==> src/rtl/rtc_link_pkg.sv <==
package rtc_link_pkg;
  localparam int BYTE_W    = 8;
  localparam int CMD_BITS  = 8;
  localparam int FRAME_LEN = 16;
  localparam int PHASE_W   = $clog2(FRAME_LEN + 1);

  localparam logic [7:0] RD_TIME_BASE = 8'h20;
  localparam logic [7:0] RD_STATUS    = 8'h30;
  localparam logic [7:0] RD_CONTROL   = 8'h31;
  localparam logic [7:0] WR_RAM_BASE  = 8'h80;
  localparam logic [7:0] WR_CONTROL   = 8'hB1;
  localparam logic [7:0] STATUS_INIT  = 8'h90;
  localparam logic [7:0] PWR_MASK     = 8'h18;
  localparam int         PWR_ACK_BIT  = 2;
  localparam int         YEAR_BIAS    = 100;

  typedef enum logic [2:0] {
    TF_SEC = 3'd0, TF_MIN = 3'd1, TF_HOUR = 3'd2,
    TF_DAY = 3'd3, TF_MONTH = 3'd4, TF_YEAR = 3'd5
  } time_field_e;

  // binary value below 100 to two packed BCD digits
  function automatic logic [7:0] to_bcd(input logic [7:0] bin);
    int b;
    int hi;
    int lo;
    b  = int'(bin);
    hi = (b / 10) % 10;
    lo = b % 10;
    return 8'((hi << 4) | lo);
  endfunction

  // power-on content of battery RAM byte idx
  function automatic logic [7:0] ram_default(input int idx);
    return 8'((idx * 29) & 255) ^ 8'hA5;
  endfunction

  function automatic logic cmd_is_write(input logic [7:0] cmd);
    return cmd[7];
  endfunction
endpackage

==> src/rtl/rtc_link_shifter.sv <==
module rtc_link_shifter
  import rtc_link_pkg::*;
(
  input  logic               clk,
  input  logic               rst_n,
  input  logic               strobe,
  input  logic               din,
  input  logic               link_rst,
  output logic [PHASE_W-1:0] phase_o,
  output logic [7:0]         cmd_o,
  output logic [7:0]         cmd_next_o,
  output logic [7:0]         data_next_o,
  output logic               cmd_done_o,
  output logic               data_step_o,
  output logic               commit_o
);
  localparam logic [PHASE_W-1:0] CMD_LAST   = PHASE_W'(CMD_BITS - 1);
  localparam logic [PHASE_W-1:0] DATA_FIRST = PHASE_W'(CMD_BITS);
  localparam logic [PHASE_W-1:0] FRAME_END  = PHASE_W'(FRAME_LEN);
  localparam logic [PHASE_W-1:0] FRAME_LAST = PHASE_W'(FRAME_LEN - 1);

  logic [PHASE_W-1:0] phase_q;
  logic [7:0]         cmd_q;
  logic [7:0]         data_q;
  logic               active;
  logic               cmd_step;
  logic               data_step;

  assign active      = strobe && !link_rst && (phase_q < FRAME_END);
  assign cmd_step    = active && (phase_q < DATA_FIRST);
  assign data_step   = active && (phase_q >= DATA_FIRST);
  assign cmd_next_o  = {cmd_q[6:0], din};
  assign data_next_o = {data_q[6:0], din};
  assign cmd_done_o  = cmd_step && (phase_q == CMD_LAST);
  assign data_step_o = data_step;
  assign commit_o    = data_step && (phase_q == FRAME_LAST) && cmd_is_write(cmd_q);
  assign phase_o     = phase_q;
  assign cmd_o       = cmd_q;

  always_ff @(posedge clk or negedge rst_n) begin
    if (!rst_n) begin
      phase_q <= '0;
      cmd_q   <= '0;
      data_q  <= '0;
    end else if (link_rst) begin
      phase_q <= '0;
      cmd_q   <= '0;
      data_q  <= '0;
    end else if (active) begin
      phase_q <= phase_q + 1'b1;
      if (cmd_step) cmd_q <= cmd_next_o;
      if (data_step && cmd_is_write(cmd_q)) data_q <= data_next_o;
    end
  end


  phase_range_chk: assert property (@(posedge clk) disable iff (!rst_n)
    phase_q <= FRAME_END);


  link_clear_chk: assert property (@(posedge clk) disable iff (!rst_n)
    link_rst |=> (phase_q == '0 && cmd_q == '0 && data_q == '0));


  commit_at_end_chk: assert property (@(posedge clk) disable iff (!rst_n)
    commit_o |=> (phase_q == FRAME_END));


  cmd_frozen_chk: assert property (@(posedge clk) disable iff (!rst_n)
    (phase_q >= DATA_FIRST && !link_rst) |=> $stable(cmd_q));
endmodule

==> src/rtl/rtc_store.sv <==
module rtc_store
  import rtc_link_pkg::*;
#(
  parameter int DEPTH = 32
) (
  input  logic       clk,
  input  logic       rst_n,
  input  logic       latch_en,
  input  logic [7:0] latch_cmd,
  input  logic       commit_en,
  input  logic [7:0] commit_cmd,
  input  logic [7:0] commit_data,
  input  logic [7:0] now_sec,
  input  logic [7:0] now_min,
  input  logic [7:0] now_hour,
  input  logic [7:0] now_day,
  input  logic [7:0] now_month,
  input  logic [7:0] now_year,
  output logic [7:0] retval_o,
  output logic       power_irq_o
);
  localparam int AW = $clog2(DEPTH);

  logic [7:0] ram_q [DEPTH];
  logic [7:0] status_q;
  logic [7:0] control_q;
  logic       power_q;
  logic [7:0] retval_q;
  logic [7:0] read_byte;
  logic       ram_hit;
  logic       ctrl_hit;
  logic       pwr_ack;

  function automatic logic [7:0] time_field(input logic [2:0] sel,
      input logic [7:0] s, input logic [7:0] mi, input logic [7:0] h,
      input logic [7:0] d, input logic [7:0] mo, input logic [7:0] y);
    case (time_field_e'(sel))
      TF_SEC:   return to_bcd(s);
      TF_MIN:   return to_bcd(mi);
      TF_HOUR:  return to_bcd(h);
      TF_DAY:   return to_bcd(d);
      TF_MONTH: return to_bcd(mo);
      TF_YEAR:  return to_bcd(8'(y - 8'(YEAR_BIAS)));
      default:  return 8'h00;
    endcase
  endfunction

  always_comb begin
    read_byte = 8'h00;
    if (int'(latch_cmd) < DEPTH) begin
      read_byte = ram_q[latch_cmd[AW-1:0]];
    end else if (latch_cmd[7:4] == RD_TIME_BASE[7:4]) begin
      if (latch_cmd[3] == 1'b0)
        read_byte = time_field(latch_cmd[2:0], now_sec, now_min, now_hour,
                               now_day, now_month, now_year);
    end else if (latch_cmd == RD_STATUS) begin
      read_byte = status_q;
    end else if (latch_cmd == RD_CONTROL) begin
      read_byte = control_q;
    end
  end

  assign ram_hit  = commit_en && (commit_cmd >= WR_RAM_BASE)
                    && (int'(commit_cmd) < int'(WR_RAM_BASE) + DEPTH);
  assign ctrl_hit = commit_en && (commit_cmd == WR_CONTROL);
  assign pwr_ack  = ctrl_hit && commit_data[PWR_ACK_BIT];

  always_ff @(posedge clk or negedge rst_n) begin
    if (!rst_n) begin
      for (int i = 0; i < DEPTH; i++) ram_q[i] <= ram_default(i);
    end else if (ram_hit) begin
      ram_q[commit_cmd[AW-1:0]] <= commit_data;
    end
  end

  always_ff @(posedge clk or negedge rst_n) begin
    if (!rst_n) begin
      status_q  <= STATUS_INIT;
      control_q <= 8'h00;
      power_q   <= 1'b1;
      retval_q  <= 8'h00;
    end else begin
      if (latch_en && !cmd_is_write(latch_cmd)) retval_q <= read_byte;
      if (ctrl_hit) control_q <= commit_data;
      if (pwr_ack) begin
        status_q <= status_q & ~PWR_MASK;
        power_q  <= 1'b0;
      end
    end
  end

  assign retval_o    = retval_q;
  assign power_irq_o = power_q;


  pwr_ack_chk: assert property (@(posedge clk) disable iff (!rst_n)
    pwr_ack |=> (!power_q && (status_q & PWR_MASK) == 8'h00));


  pwr_no_rise_chk: assert property (@(posedge clk) disable iff (!rst_n)
    !$rose(power_q));


  ram_store_chk: assert property (@(posedge clk) disable iff (!rst_n)
    ram_hit |=> (ram_q[$past(commit_cmd[AW-1:0])] == $past(commit_data)));


  ctrl_hold_chk: assert property (@(posedge clk) disable iff (!rst_n)
    !ctrl_hit |=> $stable(control_q));
endmodule

==> src/rtl/rtc_serial_slave.sv <==
module rtc_serial_slave
  import rtc_link_pkg::*;
#(
  parameter int RAM_DEPTH = 32
) (
  input  logic       clk,
  input  logic       rst_n,
  input  logic       link_strobe,
  input  logic       link_din,
  input  logic       link_rst,
  output logic       link_dout,
  output logic       power_irq,
  input  logic [7:0] now_sec,
  input  logic [7:0] now_min,
  input  logic [7:0] now_hour,
  input  logic [7:0] now_day,
  input  logic [7:0] now_month,
  input  logic [7:0] now_year
);
  logic [PHASE_W-1:0] phase;
  logic [7:0]         cmd;
  logic [7:0]         cmd_next;
  logic [7:0]         data_next;
  logic               cmd_done;
  logic               data_step;
  logic               commit;
  logic [7:0]         retval;
  logic               dout_q;
  logic               read_shift;
  logic [2:0]         bit_sel;

  rtc_link_shifter u_shift (
    .clk         (clk),
    .rst_n       (rst_n),
    .strobe      (link_strobe),
    .din         (link_din),
    .link_rst    (link_rst),
    .phase_o     (phase),
    .cmd_o       (cmd),
    .cmd_next_o  (cmd_next),
    .data_next_o (data_next),
    .cmd_done_o  (cmd_done),
    .data_step_o (data_step),
    .commit_o    (commit)
  );

  rtc_store #(.DEPTH(RAM_DEPTH)) u_store (
    .clk         (clk),
    .rst_n       (rst_n),
    .latch_en    (cmd_done),
    .latch_cmd   (cmd_next),
    .commit_en   (commit),
    .commit_cmd  (cmd),
    .commit_data (data_next),
    .now_sec     (now_sec),
    .now_min     (now_min),
    .now_hour    (now_hour),
    .now_day     (now_day),
    .now_month   (now_month),
    .now_year    (now_year),
    .retval_o    (retval),
    .power_irq_o (power_irq)
  );

  assign read_shift = data_step && !cmd_is_write(cmd);
  assign bit_sel    = 3'd7 - phase[2:0];

  always_ff @(posedge clk or negedge rst_n) begin
    if (!rst_n)          dout_q <= 1'b0;
    else if (link_rst)   dout_q <= 1'b0;
    else if (read_shift) dout_q <= retval[bit_sel];
  end

  assign link_dout = dout_q;


  dout_hold_chk: assert property (@(posedge clk) disable iff (!rst_n)
    (!read_shift && !link_rst) |=> $stable(link_dout));


  dout_clear_chk: assert property (@(posedge clk) disable iff (!rst_n)
    link_rst |=> !link_dout);
endmodule

==> config.mk <==
export PLATFORM = sky130hd
export DESIGN_NAME = rtc_serial_slave
export DESIGN_NICKNAME = d
export VERILOG_FILES = /design/src/rtl/rtc_link_pkg.sv /design/src/rtl/rtc_link_shifter.sv /design/src/rtl/rtc_store.sv /design/src/rtl/rtc_serial_slave.sv
export SDC_FILE = /design/constraint.sdc
export NUM_CORES = 1
export LEC_CHECK = 0
export BUFFER_PORTS_ARGS = -buffer_cell sky130_fd_sc_hd__buf_4
export CAP_MARGIN = 20
export CORE_MARGIN = 3
export CORE_UTILIZATION = 58
export CTS_BUF_LIST = sky130_fd_sc_hd__clkbuf_16
export DETAILED_ROUTE_END_ITERATION = 10
export PLACE_DENSITY = 0.83
export SYNTH_ARGS = -nofsm -noshare
export SYNTH_HDL_FRONTEND = slang
export SYNTH_SLANG_ARGS = --single-unit
==> constraint.sdc <==
create_clock -name clk -period 7.4 [get_ports clk]
set_clock_uncertainty 0.1 [all_clocks]
set_input_delay 1.48 -clock clk [delete_from_list [all_inputs] [get_ports clk]]
set_output_delay 1.48 -clock clk [all_outputs]
set_load 0.005 [all_outputs]
==> qor.csv, run 1 <==
metric;value;unit
Initial DRT Pass Iterations;6;
worst relative slew slack;25.9;%
Post-synth EDFFs;0;
CP arrival;7100;ps
status;complete, no violations;
Post-CTS Hold Buffers;0;
Vias/cell;6.75;
Synth Warn #;0;
leading cell type in the layout, fill and taps excluded;mux2_2;
Crit Path Category;primary input to flop;
postcts setup bufs;0;
Initial DRC Count;1739;
register area share after synthesis;34.4;%
Worst R2R End;u_store.retval_o[7];
NumNets Final;2231;
Die W;200;µm
Slowest cell on crit path;nor3_1;
first-pass GRT wire length;91.4;mm
CP delay by family, top;compound AO/OA/AOI/OAI gates;
Area Growth Syn to Fin;8.38;%
drc violations;0;
dominant synthesized flop cell;dfrtp_1;
WP data required;7770;ps
hold_ws;403;ps
CTS clk-pin slew, worst paths;60;ps
final critical-path required period;6740;ps
port bufs;54;
clock tree buffer depth;3;
I/O pin cnt;55;
placed cells;2596;
vias post-DR;17945;
final hold violations;0;
critical path's largest stage delay;690;ps
post-route setup slack;664;ps
fillers;2747;
clock sink count;294;
CTS tree;done;
Cell Pwr Density;184;mW/mm²
Finish-stage setup viols;0;
most frequent CP cell;ha_1;
unrepaired setup endpoints after global routing;no;
H-Tree Depth;1;
number of routed nets with antenna violations;0;
cts bufs inserted;30;
die height;200;µm
CTS root buf;clkbuf_16;
Area contributors post-synth;dfrtp_1, dfstp_2, mux2_2, mux4_2, nor2_1;
largest net degree at the start of global routing;199;
Max Cap Violations;0;
period utilization;91.0;%
max-slew violation count;0;
Tightest Pin Transition;1110;ps
fmax;0.148;GHz
worst slack at placement;278;ps
HPWL Detailed;38.4;mm
VDD IR-drop max;268;µV
Leak;9.70;nW
gr usage total;27.2;%
Post-Route WL;57.3;mm
net count after synthesis;2259;
ys async rst share;100;%
Hold Path Depth;1;
Buf+Inv Stages, Crit Path;4;
synthesized area per cell;10.1;µm²
power consumption;4.35;mW
min-delay worst type;flop to flop;
Yosys top cell by area;dfrtp_1;
RR Startpoint;u_shift.cmd_o[0];
Post-Layout Cell Count;2660;
PostCTS Resize Cnt;0;
DR WL/cell;21.6;µm
startpoint of the worst hold path;u_store.ram_q[143];
Cell Rows;70;
mapped cell area;0.0219;mm²
antenna violations before repair;0;
Yosys top cell area share;18.7;%
Initial Util;59.3;%
Reg2Reg Depth;9;
most frequent cells in the layout;mux2_2, dfrtp_1, nor2_1;
clk_lat worst skew;550;ps
Reg2Reg Setup Slack;2700;ps
GRT Residual Overflow;0;
core area;0.0369;mm²
Synth Instances;2160;
worst-path maximum fanout;21;
number of global-route vias before repair;17210;
CP Capture Type;flop;
ANT cells;0;
Die ar.;0.0401;mm²
gpl congestion;0.924;
layout cells sized above 1;32.9;%
synth unique cells;135;
worst hold endpoint;u_store.ram_q[143];
crit path launch type;primary input;
FF+latch count, synth;294;
setup TNS;0;ps
==> stage by stage <==
stage,area [µm²],util [%]
CTS,23500,63.8
floorplan,21900,-
finish,23700,64.2
global route,23700,64.2
detailed placement,22500,60.9
global placement,22500,60.9
==> layout make-up <==
type                            count  area [µm²]  area share [%]
Clock inverter                     25         278            1.17
Clock buffer                       31         776            3.27
Sequential cell                   294        7520            31.8
Multi-Input combinational cell   1653       13500            56.9
Tap cell                          504         631            2.66
Timing Repair Buffer               77         714            3.02
Inverter                           76         295            1.25
==> report_power, final <==
part | switching [mW] | internal, mW | leakage, nW
combinational | 0.696 | 0.424 | 5.55
sequential | 0.0134 | 1.61 | 3.62
clock | 0.632 | 0.969 | 0.529
==> kinds of logic (layout without fill, tap and decap cells) <==
group / count (synthesis) / after routing / share of synthesized area, %
AO/OA/AOI/OAI: 545 / 545 / 18.0
XOR/XNOR: 52 / 52 / 2.24
adder cells (fa/ha/maj): 54 / 54 / 3.02
buffers and inverters: 213 / 209 / 4.01
flip-flops: 294 / 294 / 34.4
multiplexers: 389 / 389 / 24.1
AND/OR/NAND/NOR: 613 / 613 / 14.2
==> synthesized netlist by cell type, drive strengths merged, types with 8 or more instances <==
cell,count
a2111oi,13
a211o,8
a211oi,22
a21boi,10
a21o,10
a21oi,114
a221o,12
a221oi,8
a22oi,9
a31oi,27
and2,24
and3,12
buf,36
clkbuf,101
dfrtp,163
dfstp,131
ha,46
inv,74
maj3,8
mux2,278
mux2i,29
mux4,82
nand2,150
nand2b,36
nand3,45
nand3b,10
nand4,17
nor2,160
nor2b,25
nor3,53
nor4,16
o2111ai,8
o211ai,25
o21a,14
o21ai,124
o22ai,21
o311ai,9
o31ai,18
or2,13
or3,13
xnor2,40
xor2,12
==> layer usage <==
layer	vias up	GRT usage (%)	share of wire [%]
met4	0	8.29	3.0
met3	145	3.58	6.7
met5	-	0	0
met2	798	45.9	49
met1	8894	36.8	41
li1	8108	-	-
==> state kept, by name (all words and copies together) (netlist names) <==
| name | cells |
|---|---|
| u_store.control_q | 8 |
| u_store.status_q | 1 |
| u_store.ram_q | 256 |
| u_store.retval_o | 8 |
| u_shift.phase_o | 5 |
| u_shift.cmd_o | 8 |
| u_shift.data_q | 7 |
| link_dout | 1 |
==> worst max-delay path by stage <==
| stage | depth (start not counted) | slack [ps] | to | start |
|---|---|---|---|---|
| after global placement | 25 | 610 | u_store.retval_o[6] | now_year[2] |
| after floorplan | 23 | 1160 | u_store.retval_o[5] | now_min[6] |
| final | 25 | 660 | u_store.retval_o[6] | now_year[2] |
| after global routing | 25 | 310 | u_store.retval_o[6] | now_year[2] |
| after CTS | 25 | 850 | u_store.retval_o[6] | now_year[2] |
| after detailed placement | 25 | 280 | u_store.retval_o[6] | now_year[2] |
No activity file was read; power rests on OpenSTA's default activity.
==> run 2, diff against run 1 <==
--- a/config.mk
+++ b/config.mk
@@ -8,10 +8,9 @@
 export BUFFER_PORTS_ARGS = -buffer_cell sky130_fd_sc_hd__buf_4
 export CAP_MARGIN = 20
 export CORE_MARGIN = 3
-export CORE_UTILIZATION = 58
+export CORE_UTILIZATION = 46
 export CTS_BUF_LIST = sky130_fd_sc_hd__clkbuf_16
 export DETAILED_ROUTE_END_ITERATION = 10
-export PLACE_DENSITY = 0.83
 export SYNTH_ARGS = -nofsm -noshare
 export SYNTH_HDL_FRONTEND = slang
 export SYNTH_SLANG_ARGS = --single-unit
==> constraint.sdc (replaced) <==
create_clock -name clk -period 7.4 [get_ports clk]
set_clock_uncertainty 0.1 [all_clocks]
set_input_delay 0.74 -clock clk [delete_from_list [all_inputs] [get_ports clk]]
set_output_delay 0.74 -clock clk [all_outputs]
set_load 0.005 [all_outputs]
==> run 2 against run 1 <==
Compared with the run above: worst setup slack improved by 900 ps; non-clock buffer count grew 1; core utilization fell by 14 points; die area grew 25%; final area fell by 0.39%; count of clock-buffer cells in the layout is the same; total power fell by 5.3%; largest power group unchanged; wire length shrank 1.0%; first-iteration DRC count shrank 29%.
==> qor.csv, run 2 (synthesis results as in run 1) <==
metric;value;unit
NumNets Final;2233;
most frequent cells in the layout;mux2_2, dfrtp_1, nor2_1;
Max Cap Violations;0;
most frequent CP cell;ha_1;
fillers;4298;
final hold violations;0;
worst relative slew slack;29.9;%
Initial DRC Count;1226;
H-Tree Depth;1;
gpl congestion;0.914;
Post-Route WL;56.8;mm
leading cell type in the layout, fill and taps excluded;mux2_2;
CP delay by family, top;compound AO/OA/AOI/OAI gates;
Buf+Inv Stages, Crit Path;4;
PostCTS Resize Cnt;0;
Biggest register;u_store.ram_q;
power consumption;4.12;mW
GRT Residual Overflow;0;
Cell Pwr Density;175;mW/mm²
port bufs;54;
Die W;224;µm
critical path's largest stage delay;670;ps
crit path launch type;primary input;
Crit Path Category;primary input to flop;
number of flip-flops under the largest register name;256;
fmax;0.171;GHz
core area;0.0468;mm²
layout cells sized above 1;32.6;%
setup TNS;0;ps
CP Capture Type;flop;
Area Growth Syn to Fin;7.96;%
CTS tree;done;
VDD IR-drop max;208;µV
Post-CTS Hold Buffers;0;
Finish-stage setup viols;0;
clk_lat worst skew;560;ps
DR WL/cell;20.5;µm
first-pass GRT wire length;91.9;mm
CP arrival;6200;ps
die height;224;µm
number of global-route vias before repair;16892;
vias post-DR;17341;
clock sink count;294;
unrepaired setup endpoints after global routing;no;
max-slew violation count;0;
status;complete, no violations;
I/O pin cnt;55;
Slowest cell on crit path;nor3_1;
min-delay worst type;primary input to async pin;
cts bufs inserted;31;
Die ar.;0.0502;mm²
postcts setup bufs;0;
Layout Utilization;50.5;%
drc violations;0;
HPWL Detailed;39.9;mm
number of routed nets with antenna violations;0;
Vias/cell;6.27;
clock tree buffer depth;3;
hold_ws;217;ps
Initial Util;46.8;%
Cell Rows;79;
Initial DRT Pass Iterations;5;
gr usage total;22.1;%
CTS clk-pin slew, worst paths;60;ps
CTS root buf;clkbuf_16;
period utilization;78.9;%
Leak;9.64;nW
Tightest Pin Transition;1050;ps
final critical-path required period;5840;ps
worst-path maximum fanout;21;
largest net degree at the start of global routing;143;
antenna violations before repair;1;
WP data required;7770;ps
run 2: cell types whose count changed in the layout (fill, tap and decap cells not counted), moves of 2 or more:
cell,delta
buf_16,-3
buf_4,+5
bufinv_16,-6
clkinv_1,-2
clkinv_2,-2
inv_1,+9
run 2: per-layer routing:
metal	global-route usage, %	share of wire, %	vias to the layer above
met5	0	0.021	-
met4	4.68	2.0	2
met3	2.18	4.2	82
met2	37.9	48	432
met1	30.7	45	8724
li1	-	-	8101
run 2: worst reg2reg max path: stages, from the launching register on:
cell and delay, ps:
dfrtp_4 910, buf_4 540, mux4_2 430, mux4_2 490
mux2i_1 250, o221ai_1 310, a221o_1 350, a2111o_1 430
nor4_1 330, a31oi_1 120
run 2: final cells by class:
cell class                      count  area, µm²  share of cell area (%)
Clock inverter                     25        120                   0.509
Sequential cell                   294       7520                    31.9
Tap cell                          607        759                    3.22
Antenna cell                        1       2.50                  0.0106
Multi-Input combinational cell   1653      13500                    57.1
Timing Repair Buffer               78        649                    2.75
Inverter                           76        295                    1.25
Clock buffer                       31        776                    3.29
run 2: path summary, 6_finish.rpt:
kind,from,to,slack (ps),cells past startpoint
worst min-delay path,rst_n,u_store.ram_q[128],220,1
worst min register to register,u_store.ram_q[10],u_store.ram_q[10],400,1
max in group asynchronous,rst_n,u_shift.cmd_o[0],5530,2
min in group clk,link_strobe,u_shift.phase_o[4],370,3
worst max-delay path,now_year[2],u_store.retval_o[6],1560,25
worst max register to register,u_shift.cmd_o[0],u_store.retval_o[7],3000,9
run 2: stage by stage:
step	worst slack (ps)	instances	area (µm²)
after CTS	1650	2759	23500
after global routing	1000	2764	23600
after floorplan	1900	2160	21900
after detailed placement	1070	2703	22600
after global placement	1300	2703	22600
final	1560	2765	23600
run 2: power by group:
| group | total [mW] | internal (mW) | switching (mW) |
|---|---|---|---|
| Combinational | 1.12 | 0.421 | 0.695 |
| Sequential | 1.63 | 1.61 | 0.0125 |
| Clock | 1.38 | 0.756 | 0.620 |
| Total | 4.12 | 2.79 | 1.33 |
==> run 3, diff against run 2 <==
==> constraint.sdc (replaced) <==
create_clock -name clk -period 5.6 [get_ports clk]
set_clock_uncertainty 0.1 [all_clocks]
set_input_delay 0.56 -clock clk [delete_from_list [all_inputs] [get_ports clk]]
set_output_delay 0.56 -clock clk [all_outputs]
set_load 0.005 [all_outputs]
==> run 3 against run 2 <==
Compared with the run above: the flow now finishes with violations (hold timing); clock power grew 39%; register-to-register slack lost 1500 ps; critical endpoint is now u_store.retval_o[5]; count of clock-buffer cells in the layout is the same; flip-flop and latch count is the same; worst setup slack lost 1200 ps; final area grew 1.3%; non-clock buffer count grew 31; highest routed layer is now met4; die area is the same; first-iteration DRC count grew 4.7%; cell count grew 1.2%; total power grew 36%.
==> qor.csv, run 3 (synthesis results as in run 1) <==
metric;value;unit
unrepaired setup endpoints after global routing;no;
Area Growth Syn to Fin;9.31;%
number of flip-flops under the largest register name;256;
CP Capture Type;flop;
Clk pwr share;34.4;%
Sw Share;31.7;%
postcts setup bufs;0;
Seq pwr share;38.5;%
max-slew violation count;0;
failing checks;hold timing;
Leak;9.81;nW
clock sink count;294;
CTS clk-pin slew, worst paths;60;ps
fmax;0.192;GHz
die height;224;µm
crit path launch type;primary input;
Biggest register;u_store.ram_q;
Initial DRT Pass Iterations;6;
Layout Utilization;51.1;%
gpl congestion;0.887;
GRT Residual Overflow;0;
worst relative slew slack;25.6;%
Post-CTS Hold Buffers;0;
setup TNS;0;ps
VDD IR-drop max;267;µV
vias post-DR;17522;
CTS tree;done;
fillers;4269;
antenna violations before repair;1;
Initial Util;46.8;%
cts bufs inserted;31;
hold_ws;-14.5;ps
gr usage total;22.7;%
WP data required;5920;ps
Die W;224;µm
leading cell type in the layout, fill and taps excluded;mux2_2;
Psw;1.78;mW
Reg2Reg Depth;8;
largest net degree at the start of global routing;127;
Max Cap Violations;0;
clk_lat worst skew;560;ps
cell area after layout;0.0239;mm²
CP arrival;5520;ps
Crit Path Category;primary input to flop;
Logic pwr share;27.1;%
Post-Layout Cell Count;2798;
NumNets Final;2264;
number of routed nets with antenna violations;0;
Post-Place Cell Area;0.0229;mm²
final critical-path required period;5200;ps
period utilization;92.9;%
Tightest Pin Transition;1110;ps
H-Tree Depth;1;
Vias/cell;6.26;
clock tree buffer depth;3;
status;finished, violations left;
drc violations;0;
first-pass GRT wire length;93.9;mm
final hold violations;2;
most frequent cells in the layout;mux2_2, dfrtp_1, nor2_1;
number of global-route vias before repair;17118;
PostCTS Resize Cnt;0;
HPWL Detailed;40.8;mm
Cell Rows;79;
Finish-stage setup viols;0;
Cell Pwr Density;234;mW/mm²
Post-Route WL;58.4;mm
DR WL/cell;20.9;µm
worst-path maximum fanout;8;
internal power;3.82;mW
layout cells sized above 1;33.6;%
Die ar.;0.0502;mm²
min-delay worst type;primary input to async pin;
core area;0.0468;mm²
Initial DRC Count;1284;
I/O pin cnt;55;
placed cells;2738;
port bufs;54;
CTS root buf;clkbuf_16;
run 3: cell count changes in the layout (fill, tap and decap cells not counted), sizes merged:
cell      previous run  this run
inv                 87        85
clkinv              13        14
clkbuf              32        31
clkinvlp             1         2
bufinv               0         2
buf                 77       109
run 3: power groups by stage:
stage	Clock, mW	Sequential (mW)	Combinational, mW
global route	2.05	2.15	1.68
finish	1.92	2.15	1.52
CTS	1.97	2.15	1.51
detailed placement	0	2.19	1.50
floorplan	0	2.17	1.12
global placement	0	2.19	1.49
run 3: final cells by class:
| class | instances | area, µm² | area share (%) |
|---|---|---|---|
| repair buffers | 109 | 890 | 3.72 |
| clock buffers | 31 | 776 | 3.25 |
| inverters | 76 | 295 | 1.24 |
| clock inverters | 27 | 175 | 0.733 |
| flip-flops and latches | 294 | 7520 | 31.5 |
| well taps | 607 | 759 | 3.18 |
| multi-input cells | 1653 | 13500 | 56.4 |
| diodes | 1 | 2.50 | 0.0105 |
run 3: worst paths after layout:
kind,start,end,slack (ps)
max,now_min[5],u_store.retval_o[5],400
min,rst_n,u_store.ram_q[128],-10
max reg2reg,u_shift.cmd_o[0],u_store.retval_o[7],1520
min reg2reg,u_store.retval_o[0],u_store.retval_o[0],390
max in group asynchronous,rst_n,u_store.ram_q[241],4150
min in group clk,link_strobe,u_shift.phase_o[4],210
run 3: stage by stage:
step           power, mW  setup WS (ps)
5_1_grt             5.89           57.9
6_report            5.59            397
2_1_floorplan       3.29            275
3_5_place_dp        3.69          -72.4
3_3_place_gp        3.68           60.7
4_1_cts             5.63            490
run 3: critical path, stage by stage:
cell	delay, ps
buf_4	110
ha_1	210
or2_2	290
ha_1	310
nand2b_1	210
o21a_2	290
or4_1	530
a31oi_1	220
nand2b_2	190
nand2_1	130
nand2_2	200
clkinv_1	120
xnor2_1	170
ha_1	250
a21oi_1	190
nor2_1	50
o21ai_0	130
o21ai_0	100
a2111oi_1	510
xnor2_1	190
a2111oi_2	400
a41oi_1	160
run 3: metal layers:
| metal | up-vias | global-route usage (%) | wire length, µm |
|---|---|---|---|
| met5 | - | 0 | 0 |
| met4 | 0 | 5.10 | 1290 |
| met3 | 75 | 2.18 | 2280 |
| met2 | 416 | 38.8 | 28400 |
| met1 | 8868 | 31.5 | 26500 |
| li1 | 8163 | - | - |
